**src/rtl/sec_seg_counter.sv**
```systemverilog
module sec_seg_counter #(
  parameter int TICK_CYCLES = 10
) (
  input  logic       clk,
  input  logic       rst_n,
  input  logic       run,
  output logic [6:0] seg_n
);
  localparam int DW = (TICK_CYCLES < 2) ? 1 : $clog2(TICK_CYCLES);
  localparam logic [DW-1:0] RELOAD = DW'(TICK_CYCLES - 1);

  logic [DW-1:0] div_q;
  logic [2:0]    cnt_q;
  logic          tick;

  assign tick = ~|div_q;

  always_ff @(posedge clk or negedge rst_n) begin
    if (!rst_n) begin
      div_q <= RELOAD;
      cnt_q <= '0;
    end else if (run) begin
      if (tick) begin
        div_q <= RELOAD;
        cnt_q <= cnt_q + 3'd1;
      end else begin
        div_q <= div_q - 1'b1;
      end
    end
  end

  always_comb begin
    case (cnt_q)
      3'd0: seg_n = 7'b1000000;
      3'd1: seg_n = 7'b1111001;
      3'd2: seg_n = 7'b0100100;
      3'd3: seg_n = 7'b0110000;
      3'd4: seg_n = 7'b0011001;
      3'd5: seg_n = 7'b0010010;
      3'd6: seg_n = 7'b0000010;
      default: seg_n = 7'b1111000;
    endcase
  end

  AST_DIV_RANGE: assert property (@(posedge clk) disable iff (!rst_n) div_q <= RELOAD);
  AST_DIV_RELOAD: assert property (@(posedge clk) disable iff (!rst_n) run && tick |=> div_q == RELOAD);
  AST_DIV_DECR: assert property (@(posedge clk) disable iff (!rst_n) run && !tick |=> div_q == $past(div_q) - 1'b1);
  AST_STEP_ONE: assert property (@(posedge clk) disable iff (!rst_n) run && tick |=> cnt_q == $past(cnt_q) + 3'd1);
  AST_NO_STEP: assert property (@(posedge clk) disable iff (!rst_n) !(run && tick) |=> $stable(cnt_q));
  AST_PAUSE_HOLD: assert property (@(posedge clk) disable iff (!rst_n) !run |=> $stable(div_q) && $stable(cnt_q));
  AST_WRAP: assert property (@(posedge clk) disable iff (!rst_n) run && tick && cnt_q == 3'd7 |=> cnt_q == 3'd0);
endmodule

```
**config.mk**
```make
export PLATFORM = sky130hd
export DESIGN_NAME = sec_seg_counter
export DESIGN_NICKNAME = d
export VERILOG_FILES = /design/src/rtl/sec_seg_counter.sv
export SDC_FILE = /design/constraint.sdc
export NUM_CORES = 1
export LEC_CHECK = 0
export ABC_AREA = 1
export BUFFER_PORTS_ARGS = -buffer_cell sky130_fd_sc_hd__buf_2
export CAP_MARGIN = 10
export CORE_AREA = 2 2 39 41
export CTS_CLUSTER_SIZE = 20
export DETAILED_ROUTE_END_ITERATION = 8
export DIE_AREA = 0 0 41 43
export PLACE_DENSITY_LB_ADDON = 0.12
export SLEW_MARGIN = 20
export SYNTH_ARGS = -nofsm -noshare
export SYNTH_HDL_FRONTEND = slang
export SYNTH_SLANG_ARGS = --single-unit
```
**constraint.sdc**
```tcl
create_clock -name clk -period 2.2 [get_ports clk]
set_clock_uncertainty 0.1 [all_clocks]
set_input_delay 0.66 -clock clk [delete_from_list [all_inputs] [get_ports clk]]
set_output_delay 0.66 -clock clk [all_outputs]
set_load 0.05 [all_outputs]
```
# Yosys cells after proc, flatten, opt, wreduce, memory -nomap -nowiden
# Index checks and enable logic that the tools add are counted.
# op_classes
add_sub_neg	2
n_eq_ne	6
mux	2
bitwise	1
reduce_logical	3
# op_table
op	count
$pmux W7 S7	1
$eq A3 B3 Y1 const B	3
$eq A3 B2 Y1 const B	2
$mux W4	1
$reduce_or A4 Y1	1
$sub A4 B1 Y4 const B	1
$add A3 B1 Y3 const B	1
$eq A3 B1 Y1 const B	1
$logic_not A3 Y1	1
$reduce_and A2 Y1	1
$not A1 Y1	1
# totals
register_bits	7
in_bits	3
out_inout_bits	7
word_cells	16

# Depth between registers and ports, before layout
# Gate-level depths: netlist of run 1.
# depth
depth_word	3
depth_mapped	6
ltp_nobuf	6

# Least setup slack after synthesis of run 1
# No wires, ideal clock.
# synth_path
path_type	flip-flop to output port
start	register cnt_q[1]
end	output seg_n[1]
arrival_ns	1.461
t_required_ns	1.440
path_slack_ns	-0.021
path_stages_with_launch	5
cell_sequence	dfrtp_1 > inv_1 > ha_1 > inv_1 > a21oi_1
# synth_between
elab_chain_cells	2
# synth_lines
element	line_no	rtl
from (decl)	13	logic [2:0] cnt_q;
from (signal assigned)	25	cnt_q <= cnt_q + 3'd1;
$eq A3 B3 Y1, or another cell as far along	33	case (cnt_q)
$pmux W7 S7 *	33	
to (decl)	7	output logic [6:0] seg_n
# Every way passes the cells marked *; elsewhere a longest branch is shown, timed or not.

# Worst setup path after layout of run 1
# layout_path
start	register cnt_q[1]
end	output seg_n[5]
# The elaborated chain is that of the path after synthesis.

==> results of run 1 <==
-- routing by layer --
metal / wire [um] / GRT usage (%) / vias to the layer above
met5: 0 / 0 / -
li1: - / - / 235
met2: 564 / 23.4 / 8
met1: 417 / 13.7 / 202
met3: 25 / 1.57 / 2
met4: 10 / 10.0 / 0
-- per-stage QoR --
step / instance area (sq um) / worst slack (ns) / hold WS, ns
floorplan: 497 / 0.0941 / 0.264
global placement: 558 / 0.0958 / 0.380
detailed placement: 558 / 0.0834 / 0.390
CTS: 652 / -0.0440 / 0.139
global route: 688 / -0.0954 / 0.130
finish: 688 / -0.0292 / 0.142
-- critical path, stage by stage (launching register included) --
cell and delay, ns:
dfrtp_2 0.45, ha_4 0.19, ha_4 0.14, o21bai_1 0.14, nor2_1 0.09, nand2_1 0.07, buf_6 0.15
-- sequential cells by signal, summed over array words and instances, names as in the netlist --
| register | cells |
|---|---|
| cnt_q | 3 |
| div_q | 4 |
-- kinds of logic after synthesis --
family / count (synthesis) / synth area share, %
AO/OA/AOI/OAI: 6 / 8.12
flip-flops: 7 / 36.0
buffers and inverters: 13 / 11.4
adder cells (fa/ha/maj): 5 / 12.7
AND/OR/NAND/NOR: 33 / 31.7
-- layout by cell type (no fill, tap or decap), drive strengths merged --
cell type,n
inv,12
buf,12
dfstp,2
nand4,4
clkbuf,6
nand3,2
o21bai,1
a21oi,2
nand2,21
o21ai,3
ha,5
nor2,6
dfrtp,5
-- how the worst min path moves through the flow --
stage                          end  cells past startpoint
after global routing      div_q[1]                      1
after CTS                 div_q[1]                      1
after detailed placement  div_q[3]                      2
after global placement    div_q[3]                      2
final                     div_q[1]                      1
after floorplan           cnt_q[0]                      0
-- area by class of cell --
cell class                      count  area share, %
Multi-Input combinational cell     44           43.3
Sequential cell                     7           26.2
Timing Repair Buffer               14           17.3
Inverter                           12           6.55
Clock buffer                        4           3.82
Tap cell                           16           2.91
-- what timing repair did --
action | CTS | global route
pin swaps | 2 | 2
setup buffers | 4 | 0
endpoints found under the setup margin | 5 | 7
resized for setup | 17 | 9
==> flow_metrics.tcl, run 1 <==
set metrics [dict create \
    outcome "finished, violations left" \
    violations "setup timing" \
    rr_worst_depth 5 \
    die_area_sq_mm 0.00176 \
    r2r-start "cnt_q[1]" \
    fin_util_pct 49.7 \
    setup_ws_ns -0.0292 \
    synth_area_sq_um 493 \
    setup_tns_ns -0.0292 \
    numCtsBuffers 3 \
    crit_path_end_kind "output port" \
    crit_type "register to output port" \
    yosys_warnings 0 \
    hold_viol_final 0 \
    period_needed_ns 2.23 \
    hold_buffers 0 \
    coreArea_sq_mm 0.00138 \
    worstSkewPairLatency_ns 0.24 \
    drc 0 \
    dp_cells 89 \
    antenna_left 0 \
    via_per_inst 4.61 \
    synth_edf_count 0 \
    synthCells 64 \
    syn_to_final_growth_pct 39.6 \
    initial_utilization_pct 35.6 \
    ys_ff_latch 7 \
    fin_crit_sh_pct 101 \
    clkTransAtPathRegs_ns 0.05 \
    tritoncts "yes" \
    grtUsageTotal_pct 13.6 \
    fillers 146 \
    vias 447 \
    gp_congestion 0.634 \
    yosys.area.top_type "dfrtp_1" \
    io_buffers 9 \
    ys_seq_area_share_pct 36.0 \
    die_x_um 41 \
    multi_input_area_sq_um 298 \
    path_max_fanout 5 \
    rsz0062_at_grt "yes" \
    grt_pass1_wl_um 1560 \
    synthTopCellsByArea "dfrtp_1 25%, nand2_1 15%, ha_1 13%" \
    cts_root_buf "clkbuf_4" \
    drt_first_pass_iters 2 \
    grt.overflow.total 0 \
    r2r_end "cnt_q[2]" \
    dp_hpwl_um 732 \
    finalSetupViolations 1 \
    grt_max_degree 8 \
    max-cap-violations 0 \
    crit_required_ns 1.44 \
    syn-num-nets 72 \
    seq_area_sq_um 180 \
    wirelength_um 1020 \
    tightest_slew_ns 0.201 \
    dieHeight_um 43 \
    startpoint "cnt_q[1]" \
    antenna_found_initial 0 \
    cts_buffer_depth 2 \
    max_slew_margin_pct 86.4 \
    fin_cells 97 \
    synthArstFlopShare_pct 100 \
    wl_per_cell_um 10.5 \
    htree_levels 1 \
    holdCritPathClass "input port to async pin" \
    cts_sinks 7 \
    netlist_top_cells_count "20 x nand2_1, 10 x inv_1, 5 x dfrtp_1, 5 x ha_1, 4 x nand4_1" \
    synth_ff_type "dfrtp_1" \
    critPathLaunchType "register" \
    row_count 14 \
    first_iter_violations 2 \
    reg2reg_slack_ns 0.95 \
    grt_pass1_vias 416 \
    synth.most_common_cell "nand2_1" \
    max_freq_mhz 449 \
    finalNetCount 90 \
    diodes 0 \
    layout-drive-gt1-share_pct 49.4 \
    cp-endpoint "seg_n[5]" \
    yosysTopAreaCellShare_pct 25.4 \
    post_synth_num_cell_types 17 \
    syn_avg_cell_area_sq_um 7.70 \
    crit_arrival_ns 1.47 \
    final_max_slew_viol_count 0 \
    io-pin-count 10 \
]
Power of run 1 is left out: the tool's default activity adds up to more than one toggle a clock period on the data nets, which glitch-free logic cannot reach.
==> run 2, diff against run 1 <==
==> constraint.sdc (replaced) <==
create_clock -name clk -period 2.7 [get_ports clk]
set_clock_uncertainty 0.1 [all_clocks]
set_input_delay 0.81 -clock clk [delete_from_list [all_inputs] [get_ports clk]]
set_output_delay 0.81 -clock clk [all_outputs]
set_load 0.05 [all_outputs]
==> run 2 against run 1 <==
The flow now finishes without violations. Via count shrank 10%. Worst hold slack better by 0.12 ns. Die area unchanged. Routed wire length is 13% lower. Critical path depth did not move. Final cell count down 5.2%. First-iteration DRC count rose to 2.5 times the previous value.
==> flow_metrics.tcl, run 2 (synthesized netlist as in run 1, its figures left out) <==
set metrics [dict create \
    cp_common_cell "inv_1" \
    syn_to_final_growth_pct 16.5 \
    dp_hpwl_um 706 \
    die_x_um 41 \
    top_usage_layer "met2" \
    via_per_inst 4.37 \
    grt.overflow.total 0 \
    crit_type "register to output port" \
    grt_pass1_wl_um 1530 \
    rsz0062_at_grt "no" \
    final_common_cell "nand2_1" \
    outcome "completed" \
    antenna_found_initial 0 \
    fin_util_pct 41.5 \
    io-pin-count 10 \
    worstSkewPairLatency_ns 0.26 \
    die_area_sq_mm 0.00176 \
    top_register "div_q" \
    cts_buffer_depth 2 \
    finalNetCount 85 \
    path_cells "inv_1, ha_1, inv_1, nand4_1, nand2_1, buf_2" \
    wirelength_um 880 \
    grt_pass1_vias 383 \
    setup_tns_ns 0 \
    grt_max_degree 9 \
    drc 0 \
    grtUsageTotal_pct 13.4 \
    tritoncts "yes" \
    vias 402 \
    htree_levels 1 \
    finalSetupViolations 0 \
    use_met1_pct 15.8 \
    dieHeight_um 43 \
    cp_num_buf_inv 3 \
    row_count 14 \
    post_cts_buffers 0 \
    crit_arrival_ns 1.60 \
    cpMaxStageDelayCell "dfrtp_1" \
    coreArea_sq_mm 0.00138 \
    largest_reg_flops 4 \
    max_slew_margin_pct 83.0 \
    cp_top_family "buffers and inverters" \
    cts_root_buf "clkbuf_4" \
    grt_use_met3_pct 4.71 \
    cts_sinks 7 \
    final_max_slew_viol_count 0 \
    wl_per_cell_um 9.57 \
    crit_required_ns 1.79 \
    diodes 0 \
    clkTransAtPathRegs_ns 0.06 \
    io_buffers 9 \
    tightest_slew_ns 0.255 \
    hold_viol_final 0 \
    cts_resized 0 \
    max-cap-violations 0 \
    grt_util_met2_pct 18.8 \
    fin_crit_sh_pct 93.1 \
    period_needed_ns 2.51 \
    first_iter_violations 5 \
    gp_congestion 0.757 \
    path_max_fanout 5 \
    max_freq_mhz 398 \
    critPathLaunchType "register" \
    final_cell_mix "20 x nand2_1, 10 x inv_1, 9 x buf_2" \
    reg_top3 "div_q: 4 flops, cnt_q: 3 flops" \
    numCtsBuffers 3 \
    critPathMaxStageDelay_ns 0.40 \
    antenna_left 0 \
    crit_path_end_kind "output port" \
    drt_first_pass_iters 4 \
    initial_utilization_pct 35.6 \
    hold_buffers 0 \
    layout-drive-gt1-share_pct 30.3 \
    holdCritPathClass "input port to async pin" \
]
run 2: final cells by class:
type	count	area, sq um
fillers	151	810
multi-input cells	44	259
flip-flops and latches	7	178
repair buffers	9	45.0
inverters	12	45.0
clock buffers	3	22.5
well taps	16	20.0
clock inverters	1	5.00
run 2: worst reg2reg max path, delay by kind of cell (launching register included):
family | cells | cell delay [ns]
AND/OR/NAND/NOR | 2 | 0.13
adder cells (fa/ha/maj) | 2 | 0.52
flip-flops | 1 | 0.41
buffers and inverters | 1 | 0.04
run 2: routing by layer:
layer	vias up	routed length, um
met5	-	0
met4	0	21
met3	2	51
met2	10	382
met1	168	425
li1	222	-
run 2: metrics by stage:
step	hold WS, ns	setup WS [ns]	cell area (sq um)	instances
2_1_floorplan	0.369	0.329	493	64
3_3_place_gp	0.383	0.439	547	88
6_report	0.264	0.185	574	92
3_5_place_dp	0.384	0.446	547	88
5_1_grt	0.268	0.0140	574	92
4_1_cts	0.262	0.165	574	92
run 2: path summary, 6_finish.rpt:
| check | from | to | slack, ns | cells after the start |
|---|---|---|---|---|
| worst max register to register | cnt_q[0] | cnt_q[2] | 1.41 | 5 |
| worst min-delay path | rst_n | div_q[1] | 0.26 | 1 |
| worst max-delay path | cnt_q[0] | seg_n[6] | 0.19 | 6 |
| max in group asynchronous | rst_n | div_q[3] | 2.01 | 1 |
| min in group clk | div_q[3] | div_q[3] | 0.39 | 2 |
| worst min register to register | div_q[3] | div_q[3] | 0.39 | 2 |
Power of run 2 is left out for the same reason.
==> run 3, diff against run 2 <==
--- a/config.mk
+++ b/config.mk
@@ -12,7 +12,6 @@
 export CTS_CLUSTER_SIZE = 20
 export DETAILED_ROUTE_END_ITERATION = 8
 export DIE_AREA = 0 0 41 43
-export PLACE_DENSITY_LB_ADDON = 0.12
 export SLEW_MARGIN = 20
 export SYNTH_ARGS = -nofsm -noshare
 export SYNTH_HDL_FRONTEND = slang
==> constraint.sdc (replaced) <==
create_clock -name clk -period 2.81 [get_ports clk]
set_clock_uncertainty 0.1 [all_clocks]
set_input_delay 0.843 -clock clk [delete_from_list [all_inputs] [get_ports clk]]
set_output_delay 0.843 -clock clk [all_outputs]
set_load 0.05 [all_outputs]
==> run 3 against run 2 <==
Via count is 4.7% higher. Non-clock buffer count stayed put. Final cell count stayed put. Worst setup slack better by 0.065 ns. Core utilization fell by 0.090 points. Largest cell class unchanged. Highest routed layer unchanged.
==> flow_metrics.tcl, run 3 (synthesized netlist as in run 1, its figures left out) <==
set metrics [dict create \
    outcome "completed" \
    via_per_inst 4.58 \
    dp_hpwl_um 683 \
    wl_per_cell_um 9.21 \
    worstSkewPairLatency_ns 0.26 \
    first_iter_violations 5 \
    numCtsBuffers 3 \
    htree_levels 1 \
    layout-drive-gt1-share_pct 28.9 \
    tritoncts "yes" \
    grt_max_degree 9 \
    final_max_slew_viol_count 0 \
    met2WireLength_um 359 \
    hold_buffers 0 \
    reg2reg_slack_ns 1.52 \
    die_area_sq_mm 0.00176 \
    final_cell_mix "20 x nand2_1, 10 x inv_1, 9 x buf_2" \
    r2r-start "cnt_q[0]" \
    startpoint "cnt_q[0]" \
    crit_path_end_kind "output port" \
    cts_sinks 7 \
    grtUsageTotal_pct 12.6 \
    final_common_cell "nand2_1" \
    io_buffers 9 \
    reg_top3 "div_q: 4 flops, cnt_q: 3 flops" \
    initial_utilization_pct 35.6 \
    holdCritPathClass "input port to async pin" \
    critPathLaunchType "register" \
    grt_pass1_wl_um 1410 \
    drc 0 \
    io-pin-count 10 \
    wl_met1_um 400 \
    max-cap-violations 0 \
    crit_arrival_ns 1.62 \
    die_x_um 41 \
    post_cts_buffers 0 \
    max_slew_margin_pct 83.1 \
    cts_buffer_depth 2 \
    diodes 0 \
    clkTransAtPathRegs_ns 0.05 \
    fillers 157 \
    fin_crit_sh_pct 91.1 \
    antenna_left 0 \
    route.met3.wl_um 56 \
    dieHeight_um 43 \
    hold_viol_final 0 \
    cts_resized 0 \
    largest_reg_flops 4 \
    rsz0062_at_grt "no" \
    syn_to_final_growth_pct 16.2 \
    wirelength_um 847 \
    setup_tns_ns 0 \
    r2r_end "cnt_q[2]" \
    vias 421 \
    finalSetupViolations 0 \
    grt_pass1_vias 349 \
    tightest_slew_ns 0.253 \
    coreArea_sq_mm 0.00138 \
    antenna_found_initial 0 \
    gp_congestion 0.709 \
    max_freq_mhz 391 \
    path_max_fanout 5 \
    cts_root_buf "clkbuf_4" \
    rr_worst_depth 5 \
    top_register "div_q" \
    crit_required_ns 1.87 \
    grt.overflow.total 0 \
    cp-endpoint "seg_n[5]" \
    row_count 14 \
    period_needed_ns 2.56 \
    finalNetCount 85 \
    crit_type "register to output port" \
    drt_first_pass_iters 3 \
    highest_layer "met4" \
]
## run 3: through the flow
stage | hold WS, ns | setup slack [ns] | std cells | util, % | cell area, sq um
6_report | 0.306 | 0.250 | 92 | 41.4 | 573
5_1_grt | 0.310 | 0.0817 | 92 | 41.4 | 573
4_1_cts | 0.305 | 0.227 | 92 | 41.4 | 573
3_5_place_dp | 0.385 | 0.511 | 88 | 39.5 | 547
3_3_place_gp | 0.383 | 0.547 | 88 | 39.5 | 547
2_1_floorplan | 0.369 | 0.406 | 64 | - | 493
## run 3: routing by layer
| layer | track usage [%] | up-vias |
|---|---|---|
| li1 | - | 223 |
| met1 | 14.3 | 180 |
| met2 | 17.8 | 13 |
| met3 | 4.71 | 5 |
| met4 | 10.0 | 0 |
| met5 | 0 | - |
## run 3: area by class of cell
cell class	count	area, sq um	area share (%)
multi-input combinational	44	259	45.2
sequential	7	178	31.0
timing repair buffer	9	45.0	7.86
inverter	12	45.0	7.86
clock buffer	4	26.3	4.59
tap	16	20.0	3.49
## run 3: critical path, cell delays in order (launching register included)
cell	delay, ns
dfrtp_1	0.40
inv_1	0.10
ha_1	0.20
inv_1	0.11
nand4_1	0.19
nand2_1	0.11
buf_2	0.26
## run 3: how the worst min path moves through the flow
stage | from | to | cells after the start
floorplan | div_q[3] | div_q[3] | 2
global placement | div_q[3] | div_q[3] | 2
detailed placement | div_q[3] | div_q[3] | 2
CTS | rst_n | div_q[1] | 1
global route | rst_n | div_q[1] | 1
finish | rst_n | div_q[1] | 1
Power of run 3 is left out for the same reason.
